--- src/rtl/pin_unit_pkg.sv ---
package pin_unit_pkg;

    parameter int ADDR_W = 5;
    parameter int DATA_W = 32;
    parameter int THR_W  = 8;

    localparam logic [ADDR_W-1:0] OFS_CFG   = 5'h00;
    localparam logic [ADDR_W-1:0] OFS_THR   = 5'h04;
    localparam logic [ADDR_W-1:0] OFS_LEVEL = 5'h08;
    localparam logic [ADDR_W-1:0] OFS_HIZ   = 5'h0C;
    localparam logic [ADDR_W-1:0] OFS_DRIVE = 5'h10;
    localparam logic [ADDR_W-1:0] OFS_PEND  = 5'h14;

    typedef enum logic [1:0] {
        TRIG_OFF   = 2'b00,
        TRIG_LEVEL = 2'b01,
        TRIG_EDGE  = 2'b10,
        TRIG_BOTH  = 2'b11
    } trig_e;

    // Field order fixes the bit positions: pin_on is bit 0, irq_on is bit 6.
    typedef struct packed {
        logic  irq_on;
        logic  filt_on;
        logic  hi_rise;
        trig_e trig;
        logic  drive_dir;
        logic  pin_on;
    } pin_cfg_t;

    localparam int CFG_W = $bits(pin_cfg_t);

    function automatic logic event_hit(trig_e t, logic hi_rise, logic cur, logic prv);
        logic rise;
        logic fall;
        rise = cur & ~prv;
        fall = ~cur & prv;
        case (t)
            TRIG_LEVEL: event_hit = (cur == hi_rise);
            TRIG_EDGE:  event_hit = hi_rise ? rise : fall;
            TRIG_BOTH:  event_hit = rise | fall;
            default:    event_hit = 1'b0;
        endcase
    endfunction

endpackage

--- src/rtl/pin_regs.sv ---
module pin_regs
    import pin_unit_pkg::*;
(
    input  logic              clk,
    input  logic              rst,
    input  logic              wr,
    input  logic [ADDR_W-1:0] addr,
    input  logic [DATA_W-1:0] wdata,
    output logic [DATA_W-1:0] rdata,
    input  logic              level_in,
    input  logic              pend_in,
    output pin_cfg_t          cfg,
    output logic [THR_W-1:0]  thr,
    output logic              hiz,
    output logic              drive_lvl,
    output logic              clr_pulse
);

    always_ff @(posedge clk) begin
        if (rst) begin
            cfg       <= '0;
            thr       <= '0;
            hiz       <= 1'b0;
            drive_lvl <= 1'b0;
        end else if (wr) begin
            case (addr)
                OFS_CFG:   cfg       <= pin_cfg_t'(wdata[CFG_W-1:0]);
                OFS_THR:   thr       <= wdata[THR_W-1:0];
                OFS_HIZ:   hiz       <= wdata[0];
                OFS_DRIVE: drive_lvl <= wdata[0];
                default: ;
            endcase
        end
    end

    assign clr_pulse = wr && (addr == OFS_PEND) && wdata[0];

    always_comb begin
        rdata = '0;
        case (addr)
            OFS_CFG:   rdata[CFG_W-1:0] = cfg;
            OFS_THR:   rdata[THR_W-1:0] = thr;
            OFS_LEVEL: rdata[0]         = level_in;
            OFS_HIZ:   rdata[0]         = hiz;
            OFS_DRIVE: rdata[0]         = drive_lvl;
            OFS_PEND:  rdata[0]         = pend_in;
            default: ;
        endcase
    end

endmodule

--- src/rtl/pin_in_filter.sv ---
module pin_in_filter
    import pin_unit_pkg::*;
#(
    parameter int SYNC_STAGES = 2
) (
    input  logic             clk,
    input  logic             rst,
    input  logic             pad_in,
    input  logic             filt_on,
    input  logic [THR_W-1:0] thr,
    input  logic             tick,
    output logic             lvl
);

    localparam int CNT_W = THR_W + 1;

    logic [SYNC_STAGES-1:0] chain;
    logic [THR_W-1:0]       cnt;
    logic                   sync_lvl;
    logic                   bypass;

    generate
        if (SYNC_STAGES == 1) begin : g_one
            always_ff @(posedge clk) begin
                if (rst) chain <= '0;
                else     chain <= pad_in;
            end
        end else begin : g_many
            always_ff @(posedge clk) begin
                if (rst) chain <= '0;
                else     chain <= {chain[SYNC_STAGES-2:0], pad_in};
            end
        end
    endgenerate

    assign sync_lvl = chain[SYNC_STAGES-1];
    assign bypass   = !filt_on || (thr == '0);

    always_ff @(posedge clk) begin
        if (rst) begin
            lvl <= 1'b0;
            cnt <= '0;
        end else if (bypass) begin
            lvl <= sync_lvl;
            cnt <= '0;
        end else if (sync_lvl == lvl) begin
            cnt <= '0;
        end else if (tick) begin
            if (CNT_W'(cnt) + CNT_W'(1) >= CNT_W'(thr)) begin
                lvl <= sync_lvl;
                cnt <= '0;
            end else begin
                cnt <= cnt + 1'b1;
            end
        end
    end

    // with the filter active the qualified level moves only on a tick edge
    a_r5_change_on_tick: assert property (@(posedge clk) disable iff (rst)
        ($past(!bypass) && (lvl != $past(lvl))) |-> $past(tick));

    // any new qualified level is the synchronized pad level
    a_r4_from_sync: assert property (@(posedge clk) disable iff (rst)
        (lvl != $past(lvl)) |-> (lvl == $past(sync_lvl)));

endmodule

--- src/rtl/pin_event.sv ---
module pin_event
    import pin_unit_pkg::*;
(
    input  logic  clk,
    input  logic  rst,
    input  logic  pin_on,
    input  trig_e trig,
    input  logic  hi_rise,
    input  logic  lvl,
    input  logic  clr,
    output logic  pend
);

    logic prv;
    logic hit;

    assign hit = pin_on && event_hit(trig, hi_rise, lvl, prv);

    always_ff @(posedge clk) begin
        if (rst) begin
            prv  <= 1'b0;
            pend <= 1'b0;
        end else begin
            prv  <= lvl;
            pend <= hit | (pend & ~clr);
        end
    end

    // the flag can only rise while the pin is enabled
    a_r13_rise_needs_enable: assert property (@(posedge clk) disable iff (rst)
        $rose(pend) |-> $past(pin_on));

    // an active level in level mode always leaves the flag set
    a_r7_level_pends: assert property (@(posedge clk) disable iff (rst)
        (pin_on && trig == TRIG_LEVEL && lvl == hi_rise) |=> pend);

    // type none never sets the flag
    a_r10_none_quiet: assert property (@(posedge clk) disable iff (rst)
        (trig == TRIG_OFF && !pend) |=> !pend);

endmodule

--- src/rtl/gpio_pin_unit.sv ---
module gpio_pin_unit
    import pin_unit_pkg::*;
#(
    parameter int SYNC_STAGES = 2
) (
    input  logic              clk,
    input  logic              rst,
    input  logic              reg_wr,
    input  logic [ADDR_W-1:0] reg_addr,
    input  logic [DATA_W-1:0] reg_wdata,
    output logic [DATA_W-1:0] reg_rdata,
    input  logic              pad_in,
    output logic              pad_out,
    output logic              pad_oe,
    input  logic              ms_tick,
    output logic              irq
);

    pin_cfg_t         cfg;
    logic [THR_W-1:0] thr;
    logic             hiz;
    logic             drive_lvl;
    logic             clr_pulse;
    logic             lvl;
    logic             pend;

    pin_regs u_regs (
        .clk       (clk),
        .rst       (rst),
        .wr        (reg_wr),
        .addr      (reg_addr),
        .wdata     (reg_wdata),
        .rdata     (reg_rdata),
        .level_in  (lvl),
        .pend_in   (pend),
        .cfg       (cfg),
        .thr       (thr),
        .hiz       (hiz),
        .drive_lvl (drive_lvl),
        .clr_pulse (clr_pulse)
    );

    pin_in_filter #(.SYNC_STAGES(SYNC_STAGES)) u_filter (
        .clk     (clk),
        .rst     (rst),
        .pad_in  (pad_in),
        .filt_on (cfg.filt_on),
        .thr     (thr),
        .tick    (ms_tick),
        .lvl     (lvl)
    );

    pin_event u_event (
        .clk     (clk),
        .rst     (rst),
        .pin_on  (cfg.pin_on),
        .trig    (cfg.trig),
        .hi_rise (cfg.hi_rise),
        .lvl     (lvl),
        .clr     (clr_pulse),
        .pend    (pend)
    );

    assign pad_out = drive_lvl;
    assign pad_oe  = cfg.pin_on & cfg.drive_dir & ~hiz;
    assign irq     = pend & cfg.irq_on & cfg.pin_on;

    // a request is never raised without a pending event behind it
    a_r12_irq_has_pend: assert property (@(posedge clk) disable iff (rst)
        irq |-> pend);

    // a released pad is never driven
    a_r3_hiz_no_drive: assert property (@(posedge clk) disable iff (rst)
        hiz |-> !pad_oe);

    // a clear with no new event leaves the flag low
    a_r11_clear_wins_alone: assert property (@(posedge clk) disable iff (rst)
        (clr_pulse && !cfg.pin_on) |=> !pend);

endmodule

--- config.mk ---
export PLATFORM = sky130hd
export DESIGN_NAME = gpio_pin_unit
export DESIGN_NICKNAME = d
export VERILOG_FILES = /design/src/rtl/pin_unit_pkg.sv /design/src/rtl/pin_regs.sv /design/src/rtl/pin_in_filter.sv /design/src/rtl/pin_event.sv /design/src/rtl/gpio_pin_unit.sv
export SDC_FILE = /design/constraint.sdc
export NUM_CORES = 1
export LEC_CHECK = 0
export BUFFER_PORTS_ARGS = -buffer_cell sky130_fd_sc_hd__buf_2
export CORE_MARGIN = 5
export CORE_UTILIZATION = 54
export CTS_CLUSTER_DIAMETER = 40
export CTS_CLUSTER_SIZE = 12
export DETAILED_ROUTE_END_ITERATION = 7
export GPL_TIMING_DRIVEN = 0
export PLACE_DENSITY_LB_ADDON = 0.15
export SLEW_MARGIN = 10
export SYNTH_ARGS = -nofsm -noshare
export SYNTH_HDL_FRONTEND = slang
export SYNTH_HIERARCHICAL = 1
export SYNTH_SLANG_ARGS = --single-unit
--- constraint.sdc ---
create_clock -name clk -period 6.73 [get_ports clk]
set_input_delay 1.346 -clock clk [delete_from_list [all_inputs] [get_ports clk]]
set_output_delay 1.346 -clock clk [all_outputs]
set_load 0.1 [all_outputs]
Word-level counts from Yosys, hierarchy flattened
Cells that the tools add are included.
{ "classes": {"addsub": 2, "bitwise": 13, "order_cmp": 1, "n_mux": 10, "n_eq_ne": 11, "n_reduce_logical": 15} }
{ "ops": {"columns": ["cell", "n"], "rows": [
  ["case mux 6 bit (2 select lines)", 1],
  ["equality test 5 x 4 -> 1 bit (second input constant)", 2],
  ["equality test 5 bit (second input constant)", 2],
  ["adder 8 x 1 -> 9 bit (second input constant)", 1],
  [">= comparator 9 x 8 -> 1 bit", 1],
  ["adder 8 x 1 -> 8 bit (second input constant)", 1],
  ["zero test 8 bit", 1],
  ["two-way mux 8 bit", 1],
  ["AND reduction 2 bit", 4],
  ["AND 1 bit", 7],
  ["two-way mux 1 bit", 6],
  ["case mux 1 bit (6 select lines)", 1],
  ["equality test 5 x 3 -> 1 bit (second input constant)", 1],
  ["zero test 5 bit", 1],
  ["equality test 2 bit (second input constant)", 2],
  ["inverter 1 bit", 4],
  ["nonzero test 2 bit", 2],
  ["logical AND 1 bit", 3],
  ["case mux 1 bit (3 select lines)", 1],
  ["AND reduction 3 bit", 1],
  ["OR reduction 3 bit", 1],
  ["equality test 1 bit", 2],
  ["equality test 2 x 1 -> 1 bit (second input constant)", 1],
  ["inequality test 2 x 1 -> 1 bit (second input constant)", 1],
  ["other kinds (3)", 4]
]} }
{ "word_totals": {"wordCells": 66, "register_bits": 30, "out_inout_bits": 35} }

Logic depth before layout (Yosys ltp)
Gate-level depths: netlist of the first run.
{ "depth": {"word_depth": 6, "ltp_mapped": 11, "ltp_nobuf": 10} }

By module
Netlist of the first run, hierarchy kept.
{ "modules_own_cells": {"columns": ["module", "instances", "area_per_inst_um2", "cells_per_inst", "seq_area_each_um2"], "rows": [
  ["pin_regs", 1, 1099.8, 114, 340.3],
  ["pin_in_filter", 1, 878.3, 106, 220.2],
  ["pin_event", 1, 145.1, 16, 40.0],
  ["gpio_pin_unit", 1, 15.0, 2, 0.0]
]} }

Worst setup path before layout of the first run
No wires, ideal clock.
{ "synth_timing": {"path_type": "input-to-output", "from": "input port reg_addr[1]", "to": "output port reg_rdata[0]", "n_path_buf": 0, "setup_slack_ps": 1547, "stages": 3, "arrival_time_ps": 3837, "path_cell_list": "nor3_2 a22oi_1 o21ai_0"} }
{ "synth_via": {"elab_chain_len": 2, "elab_cells_between_ends": 7, "cone_classes": "eq/ne (5); mux (1); reduce/logical (1)"} }
{ "synth_rtl": {"columns": ["element", "line_no", "text"], "rows": [
  ["start, declared", "gpio_pin_unit.sv:9", "input logic [ADDR_W-1:0] reg_addr,"],
  ["equality test 5 bit (tied with other cells)", "pin_regs.sv:40", "case (addr)"],
  ["case mux 1 bit (6 select lines) *", "pin_regs.sv:40", null],
  ["end, declared", "gpio_pin_unit.sv:11", "output logic [DATA_W-1:0] reg_rdata,"]
]} }
Every way passes the cells marked *; elsewhere a longest branch is shown, timed or not.

Worst setup path after layout of the first run
{ "layout_timing": {"from": "input port reg_addr[1]", "to": "output port reg_rdata[1]"} }
{ "layout_via": {"elab_chain_len": 2, "elab_cells_between_ends": 3, "cone_classes": "eq/ne (1); mux (1); reduce/logical (1)"} }
{ "layout_rtl": {"columns": ["element", "line_no"], "rows": [
  ["equality test 5 x 3 -> 1 bit or zero test 5 bit (tied branches)", "pin_regs.sv:40"],
  ["case mux 6 bit (2 select lines) *", "pin_regs.sv:40"]
]} }
Marks and branches as above.

==> flow_summary.yaml, run 1 <==
cts:
  ctsResizeCount: 0
  clock_path_buffers: 2
  htree_levels: 2
  root_buffer: "clkbuf_8"
  cts_buffers: 5
  postCtsHoldBufs: 0
  post_cts_buffers: 0
  clk_latency_ns: 0.28
  cts_tree: "done"
  cts.sinks: 30
  path_clk_slew_ns: 0.06
finish:
  final_nets: 349
  fin_util_pct: 67.2
  drive_above_1_share_pct: 27.3
  diodes: 0
  area_growth_pct: 17.7
  layoutNonFillerInstCount: 345
placed_design:
  dp_cells: 337
  post-dp-hpwl_mm: 3.40
  io_buffers: 28
  finalWeightedCongestion: 0.863
sta:
  hold_ws_ns: 0.440
  slew_violations: 0
  max_clock_freq_mhz: 247
  fin_crit_sh_pct: 60.1
  hold_viol_final: 0
  report.final.setup_viol: 0
  rsz0062_at_grt: "no"
  min_period_ns: 4.04
  skew_ns: 0.00880
  tns_ns: 0
route:
  wl_per_cell_um: 12.7
  route.detailed.drc: 0
  drt_wl_total_mm: 4.37
  first_pass_iters: 4
  ant_nets: 0
  vias_per_cell: 4.99
  drtIter0Drc: 111
  num_vias: 1721
critical_path:
  crit_path_max_fanout: 6
  crit_chain: "buf_2 > nor3_2 > and2_0 > buf_2 > a22o_1 > buf_2"
  path_class: "in -> out"
  startpoint_type: "primary input"
  slowest_delay_ns: 0.42
  required_ns: 5.38
  crit_arrival_ns: 2.70
  critPathCaptureType: "output port"
  slowest_stage: "buf_2"
  path_common_cell: "buf_2"
floorplan:
  initial_core_util_pct: 57.1
  rows: 22
  pin_count: 77
  core_area_um2: 3740
  dieArea_um2: 5320
  fp.dieH_um: 72.9
  fp.dieW_um: 72.9
logic_synthesis:
  yosysSeqAreaShare_pct: 28.1
  synth_cells: 238
  yosys-top-cells-count: "nand2b_1, dfxtp_1, buf_4"
  syn_avg_cell_area_um2: 8.98
  async_reset_ff_share_pct: 0
  synth.largest_area_cell: "dfxtp_1"
  synthDistinctLibCells: 53
  synth_ff_type: "dfxtp_1"
  ys.warnings.count: 6
  synth_enable_flop_cells: 0
  synth.most_common_cell: "nand2b_1"
  ys_ff_latch: 30
  syn_area_um2: 2140
  synthTopCellsByArea: "dfxtp_1, nand2b_1, mux2i_1"
  synth_top_area_share_pct: 28.1
pwr:
  ir_drop_mv: 0.138
  combPwrFrac_pct: 22.7
  powerDensity_nw_per_um2: 170
  p_sw_uw: 143
  seq_power_share_pct: 42.3
  pwr-share-clk_pct: 35.0
  power_uw: 427
  p_leak_nw: 1.17
  swShare_pct: 33.4
  internal_power_uw: 285
global_route:
  gr-total-overflow: 0
  grt_max_degree: 16
  grt_pass1_vias: 1533
  antenna_found_initial: 0
  grt_pass1_wl_mm: 7.16
  grt.total_usage_pct: 17.4
job:
  maxCapViolCount: 0
min_path:
  hold_path_class: "reg -> reg"
run_status:
  status: "complete, no violations"
## cell usage in the layout, fill, tap and decap left out, types with 3 or more instances in the layout
| cell | netlist | final |
|---|---|---|
| a21oi_1 | 8 | 8 |
| xnor2_1 | 6 | 6 |
| mux2i_1 | 18 | 18 |
| o21ai_0 | 3 | 3 |
| conb_1 | 1 | 24 |
| nand4_1 | 4 | 4 |
| ha_1 | 11 | 11 |
| buf_2 | 5 | 33 |
| and3_1 | 4 | 4 |
| buf_4 | 24 | 24 |
| nor2_1 | 6 | 6 |
| nand2_1 | 3 | 3 |
| inv_1 | 11 | 11 |
| clkbuf_1 | 2 | 3 |
| nand3_1 | 8 | 8 |
| o21ai_1 | 3 | 3 |
| and2_1 | 4 | 4 |
| nor3b_1 | 4 | 4 |
| clkbuf_8 | 0 | 6 |
| mux2_2 | 3 | 3 |
| dfxtp_1 | 30 | 30 |
| a22o_1 | 6 | 6 |
| nand2b_1 | 34 | 34 |
| nor2b_1 | 5 | 5 |
## worst max-delay path: cells and delay by family
kind	cells	cell delay (ns)
buffers and inverters	3	0.72
AOI/OAI and AO/OA	1	0.16
and+or+nand+nor	2	0.47
## path summary, 6_finish.rpt
path	start	endpoint	slack [ns]	cells after the start
setup / recovery	reg_addr[1]	reg_rdata[1]	2.69	6
hold / removal	u_filter/chain[0]$_SDFF_PP0_	u_filter/chain[1]$_SDFF_PP0_	0.44	1
setup reg to reg	u_filter/cnt[0]$_SDFFE_PP0P_	u_filter/cnt[7]$_SDFFE_PP0P_	3.99	11
hold reg to reg	u_filter/chain[0]$_SDFF_PP0_	u_filter/chain[1]$_SDFF_PP0_	0.44	1
## power groups by stage
stage	registers, mW	clock network [mW]	logic (mW)
4_1_cts	0.181	0.154	0.0965
3_5_place_dp	0.185	0	0.0964
6_report	0.181	0.150	0.0971
5_1_grt	0.181	0.163	0.101
2_1_floorplan	0.184	0	0.0848
3_3_place_gp	0.184	0	0.0959
## final cells by class
class	instances	area, um^2
Clock inverter	1	5.00
Multi-Input combinational cell	186	1330
Inverter	11	41.3
Fill cell	336	1230
Timing Repair Buffer	28	140
Clock buffer	7	86.3
Buffer	34	249
Sequential cell	30	601
Tap cell	48	60.1
## cells by family (layout without fill, tap and decap cells)
group                      after synthesis  in the layout  share of synthesized area (%)
and+or+nand+nor                         89             89                           27.2
buffers and inverters                   45             81                           13.6
AOI/OAI and AO/OA                       32             32                           10.8
DFF                                     30             30                           28.1
muxes                                   22             22                           10.5
adders and majority gates               11             11                           6.44
xor gates and xnor gates                 8              8                           3.28
other                                    1             24                          0.175
## routing by layer
layer | global-route usage, % | share of wire, %
met5 | 0 | 0
met1 | 24.2 | 49
met4 | 6.15 | 1.5
met2 | 25.7 | 43
met3 | 4.68 | 6.8
## stage by stage
step                instance area, um^2  setup slack [ns]
finish                             2520              2.69
floorplan                          2220              1.55
detailed placement                 2420              2.68
CTS                                2520              2.68
global placement                   2420              2.67
global route                       2520              2.61
## sequential cells by signal, indices dropped and copies added, names as in the netlist
| register | flops |
|---|---|
| u_filter/cnt | 8 |
| u_regs/thr | 8 |
| u_regs/cfg | 7 |
| u_filter/chain | 2 |
| u_event/pend | 1 |
| u_event/prv | 1 |
| u_filter/lvl | 1 |
| u_regs/drive_lvl | 1 |
| u_regs/hiz | 1 |
Power figures use the tool's default switching activity.
==> run 2, diff against run 1 <==
CORE_UTILIZATION = 50   (was 54)
clock period = 3.95 ns   (was 6.73 ns; I/O delays follow)
==> flow_summary.yaml, run 2 (synthesis gave the netlist of run 1 again) <==
run_status:
  status: "complete, no violations"
floorplan:
  fp.dieW_um: 75.4
  initial_core_util_pct: 52.3
  fp.dieH_um: 75.4
  pin_count: 77
  rows: 23
  dieArea_um2: 5680
  core_area_um2: 4090
cts:
  post_cts_buffers: 0
  cts_buffers: 5
  clock_path_buffers: 2
  ctsResizeCount: 0
  htree_levels: 2
  path_clk_slew_ns: 0.06
  root_buffer: "clkbuf_8"
  clk_latency_ns: 0.28
  cts.sinks: 30
  cts_tree: "done"
  postCtsHoldBufs: 0
finish:
  drive_above_1_share_pct: 26.7
  area_growth_pct: 17.1
  final_nets: 349
  diodes: 0
  multi_input_area_um2: 1330
  layout_commonest_cell: "nand2b_1"
  seq_area_um2: 601
  mostFrequentLayoutCells: "nand2b_1, buf_2, dfxtp_1"
  largestRegisters: "u_filter/cnt x8, u_regs/thr x8, u_regs/cfg x7"
  fillers: 361
critical_path:
  crit_path_max_fanout: 6
  path_common_cell: "buf_2"
  crit_chain: "buf_2 > nor3_2 > and2_0 > buf_2 > a22o_1 > buf_2"
  required_ns: 3.16
  crit_arrival_ns: 2.17
  critPathCaptureType: "output port"
  path_class: "in -> out"
  worst_r2r_path_depth: 11
  slowest_stage: "buf_2"
  slowest_delay_ns: 0.43
  startpoint_type: "primary input"
sta:
  tns_ns: 0
  slew_violations: 0
  final.setup.worst_slack_ns: 0.987
  min_period_ns: 2.96
  report.final.setup_viol: 0
  skew_ns: 0.00334
  hold_viol_final: 0
  fin_crit_sh_pct: 75.0
  rsz0062_at_grt: "no"
  max_clock_freq_mhz: 338
route:
  first_pass_iters: 4
  wl_per_cell_um: 12.7
  drtIter0Drc: 78
  num_vias: 1704
  vias_per_cell: 4.92
  drt_wl_total_mm: 4.41
  route.detailed.drc: 0
  ant_nets: 0
pwr:
  power_uw: 699
  powerDensity_nw_per_um2: 279
  ir_drop_mv: 0.175
  p_leak_nw: 1.16
placed_design:
  post-dp-hpwl_mm: 3.50
  io_buffers: 28
  pre_cts_slack_ns: 1.00
  finalWeightedCongestion: 0.847
global_route:
  antenna_found_initial: 0
  grt_pass1_wl_mm: 7.53
  grt_pass1_vias: 1624
  grt_max_degree: 16
  grt.total_usage_pct: 17.3
  gr-total-overflow: 0
min_path:
  hold_depth: 1
  hold_path_class: "reg -> reg"
job:
  maxCapViolCount: 0
run 2: stage by stage:
step                hold slack, ns  std cells  cell area [um^2]  util [%]
floorplan                    0.414        261              2220         -
global placement             0.425        339              2430      59.4
detailed placement           0.432        339              2430      59.4
CTS                          0.446        346              2500      61.3
global route                 0.460        346              2500      61.3
finish                       0.443        346              2500      61.3
run 2: cell type report:
type                       instances  area share, %
buffer                            34           9.95
sequential                        30           24.0
clock buffer                       7           3.05
timing repair buffer              28           5.60
inverter                          11           1.65
multi-input combinational        186           53.3
tap                               50           2.50
run 2: layer usage:
layer | vias to the layer above | part of all wire, % | global-route usage [%] | wire length [um]
met5 | - | 0 | 0 | 0
met4 | 0 | 1.5 | 5.83 | 67
met3 | 6 | 5.8 | 4.09 | 254
met2 | 42 | 43 | 27.8 | 1880
met1 | 755 | 50 | 22.9 | 2210
li1 | 901 | - | - | -
run 2: report_power, final:
group | internal (mW) | switching, mW
clock network | 0.121 | 0.104
logic | 0.0392 | 0.127
registers | 0.305 | 0.00245
run 2: worst paths after layout:
path | start | end | slack (ns)
setup reg to reg | u_filter/cnt[0]$_SDFFE_PP0P_ | u_filter/cnt[7]$_SDFFE_PP0P_ | 1.20
hold / removal | u_filter/chain[0]$_SDFF_PP0_ | u_filter/chain[1]$_SDFF_PP0_ | 0.44
setup / recovery | reg_addr[1] | reg_rdata[6] | 0.99
hold reg to reg | u_filter/chain[0]$_SDFF_PP0_ | u_filter/chain[1]$_SDFF_PP0_ | 0.44
run 2: critical path, delay by kind of cell:
| kind | cells | cell delay [ns] |
|---|---|---|
| buffers and inverters | 3 | 0.73 |
| and+or+nand+nor | 2 | 0.48 |
| AOI/OAI and AO/OA | 1 | 0.17 |
==> run 3, diff against run 2 <==
CORE_UTILIZATION = 45   (was 50)
clock period = 2.7 ns   (was 3.95 ns; I/O delays follow)
==> flow_summary.yaml, run 3 (synthesis gave the netlist of run 1 again) <==
cts:
  root_buffer: "clkbuf_8"
  path_clk_slew_ns: 0.06
  postCtsHoldBufs: 0
  clk_latency_ns: 0.28
  cts.sinks: 30
  clock_path_buffers: 2
  htree_levels: 2
  cts_tree: "done"
  cts_buffers: 5
run_status:
  status: "complete, no violations"
pwr:
  p_leak_nw: 1.20
  powerDensity_nw_per_um2: 412
  ir_drop_mv: 0.226
placed_design:
  finalWeightedCongestion: 0.844
  io_buffers: 28
  post-dp-hpwl_mm: 3.44
  dp_cells: 343
route:
  drt_wl_total_mm: 4.51
  vias_per_cell: 4.86
  num_vias: 1714
  wl_per_cell_um: 12.8
  drtIter0Drc: 70
  route.detailed.drc: 0
  ant_nets: 0
  first_pass_iters: 4
critical_path:
  critPathCaptureType: "flop"
  crit_path_max_fanout: 5
  crit_chain: "ha_4 > and3_4 > nand3_2 > xnor2_2 > ha_1 > a21o_1 > a221o_1 > a41oi_2 > buf_4 > nand4b_1 > a21oi_1"
  crit_cells: 11
  crit_arrival_ns: 2.78
  slowest_delay_ns: 0.38
  path_delay_family: "compound AO/OA/AOI/OAI gates"
  path_class: "reg -> reg"
  required_ns: 2.91
  path_buf_inv: 1
  worst_r2r_path_depth: 11
  startpoint_type: "flop"
  slowest_stage: "dfxtp_4"
global_route:
  antenna_found_initial: 0
  grt_pass1_wl_mm: 7.47
  grt.total_usage_pct: 15.1
  grt_pass1_vias: 1598
  gr-total-overflow: 0
  grt_max_degree: 16
floorplan:
  fp.dieH_um: 78.9
  initial_core_util_pct: 45.9
  pin_count: 77
  core_area_um2: 4660
  dieArea_um2: 6230
  fp.dieW_um: 78.9
  rows: 25
job:
  maxCapViolCount: 0
finish:
  diodes: 0
  area_growth_pct: 21.1
  final_nets: 351
  drive_above_1_share_pct: 30.8
  fillers: 443
  layout_commonest_cell: "nand2b_1"
  layoutNonFillerInstCount: 353
  mostFrequentLayoutCells: "nand2b_1, buf_2, dfxtp_1"
  largestRegisters: "u_filter/cnt x8, u_regs/thr x8, u_regs/cfg x7"
  fin_util_pct: 55.5
min_path:
  hold_path_class: "reg -> reg"
  hold_depth: 1
sta:
  slew_violations: 0
  max_clock_freq_mhz: 389
  tns_ns: 0
  report.final.setup_viol: 0
  skew_ns: 0.00487
  min_period_ns: 2.57
  hold_viol_final: 0
  fin_crit_sh_pct: 95.2
==> run 3: changes by cell type in the layout (fill, tap and decap cells not counted), moves of 2 or more <==
cell,previous run,this run
xnor2_1,6,4
xnor2_2,0,2
buf_4,24,26
dfxtp_1,30,28
==> run 3: cell type report <==
cell class,instances,area [um^2],area share (%)
clock buffer,7,86.3,3.33
multi-input combinational,186,1380,53.3
tap,54,67.6,2.61
buffer,34,249,9.62
timing repair buffer,30,155,5.99
sequential,30,606,23.4
clock inverter,1,5.00,0.193
inverter,11,41.3,1.59
==> run 3: worst paths after layout <==
path         slack (ns)                    startpoint                           end
min                0.44  u_filter/chain[0]$_SDFF_PP0_  u_filter/chain[1]$_SDFF_PP0_
max reg2reg        0.13  u_filter/cnt[0]$_SDFFE_PP0P_  u_filter/cnt[0]$_SDFFE_PP0P_
max                0.13  u_filter/cnt[0]$_SDFFE_PP0P_  u_filter/cnt[0]$_SDFFE_PP0P_
min reg2reg        0.44  u_filter/chain[0]$_SDFF_PP0_  u_filter/chain[1]$_SDFF_PP0_
==> run 3: where the power goes <==
group	leakage [nW]	switching (mW)	internal (mW)
Clock	0.0482	0.169	0.205
Combinational	0.907	0.186	0.0582
Sequential	0.244	0.00353	0.445
==> run 3: worst register-to-register path, stage by stage (launching register included) <==
cell	delay, ns
dfxtp_4	0.38
ha_4	0.15
and3_4	0.20
nand3_2	0.12
xnor2_2	0.17
ha_1	0.30
a21o_1	0.17
a221o_1	0.35
a41oi_2	0.24
buf_4	0.19
nand4b_1	0.10
a21oi_1	0.14
==> run 3: through the flow <==
stage               instance area (um^2)  setup slack [ns]  power [mW]  hold WS, ns
floorplan                           2230             0.268       0.671        0.414
CTS                                 2540            0.0356        1.07        0.443
detailed placement                  2440           -0.0972       0.700        0.428
global route                        2590          -0.00611        1.11        0.466
finish                              2590             0.130        1.07        0.441
global placement                    2440           0.00518       0.700        0.421
==> run 3: metal layers <==
layer | GRT usage [%] | vias up | share of wire, %
met5 | 0 | - | 0
met2 | 22.0 | 56 | 42
met3 | 3.97 | 6 | 6.4
li1 | - | 905 | -
met4 | 5.33 | 0 | 1.3
met1 | 21.5 | 747 | 50
==> run 3: repair_timing <==
| item | 4_1_cts | 5_1_grt |
|---|---|---|
| cloned | 0 | 1 |
| pin swaps | 0 | 1 |
| resized for setup | 4 | 7 |
| buffers inserted | 0 | 1 |
| setup endpoints to repair | 8 | 8 |
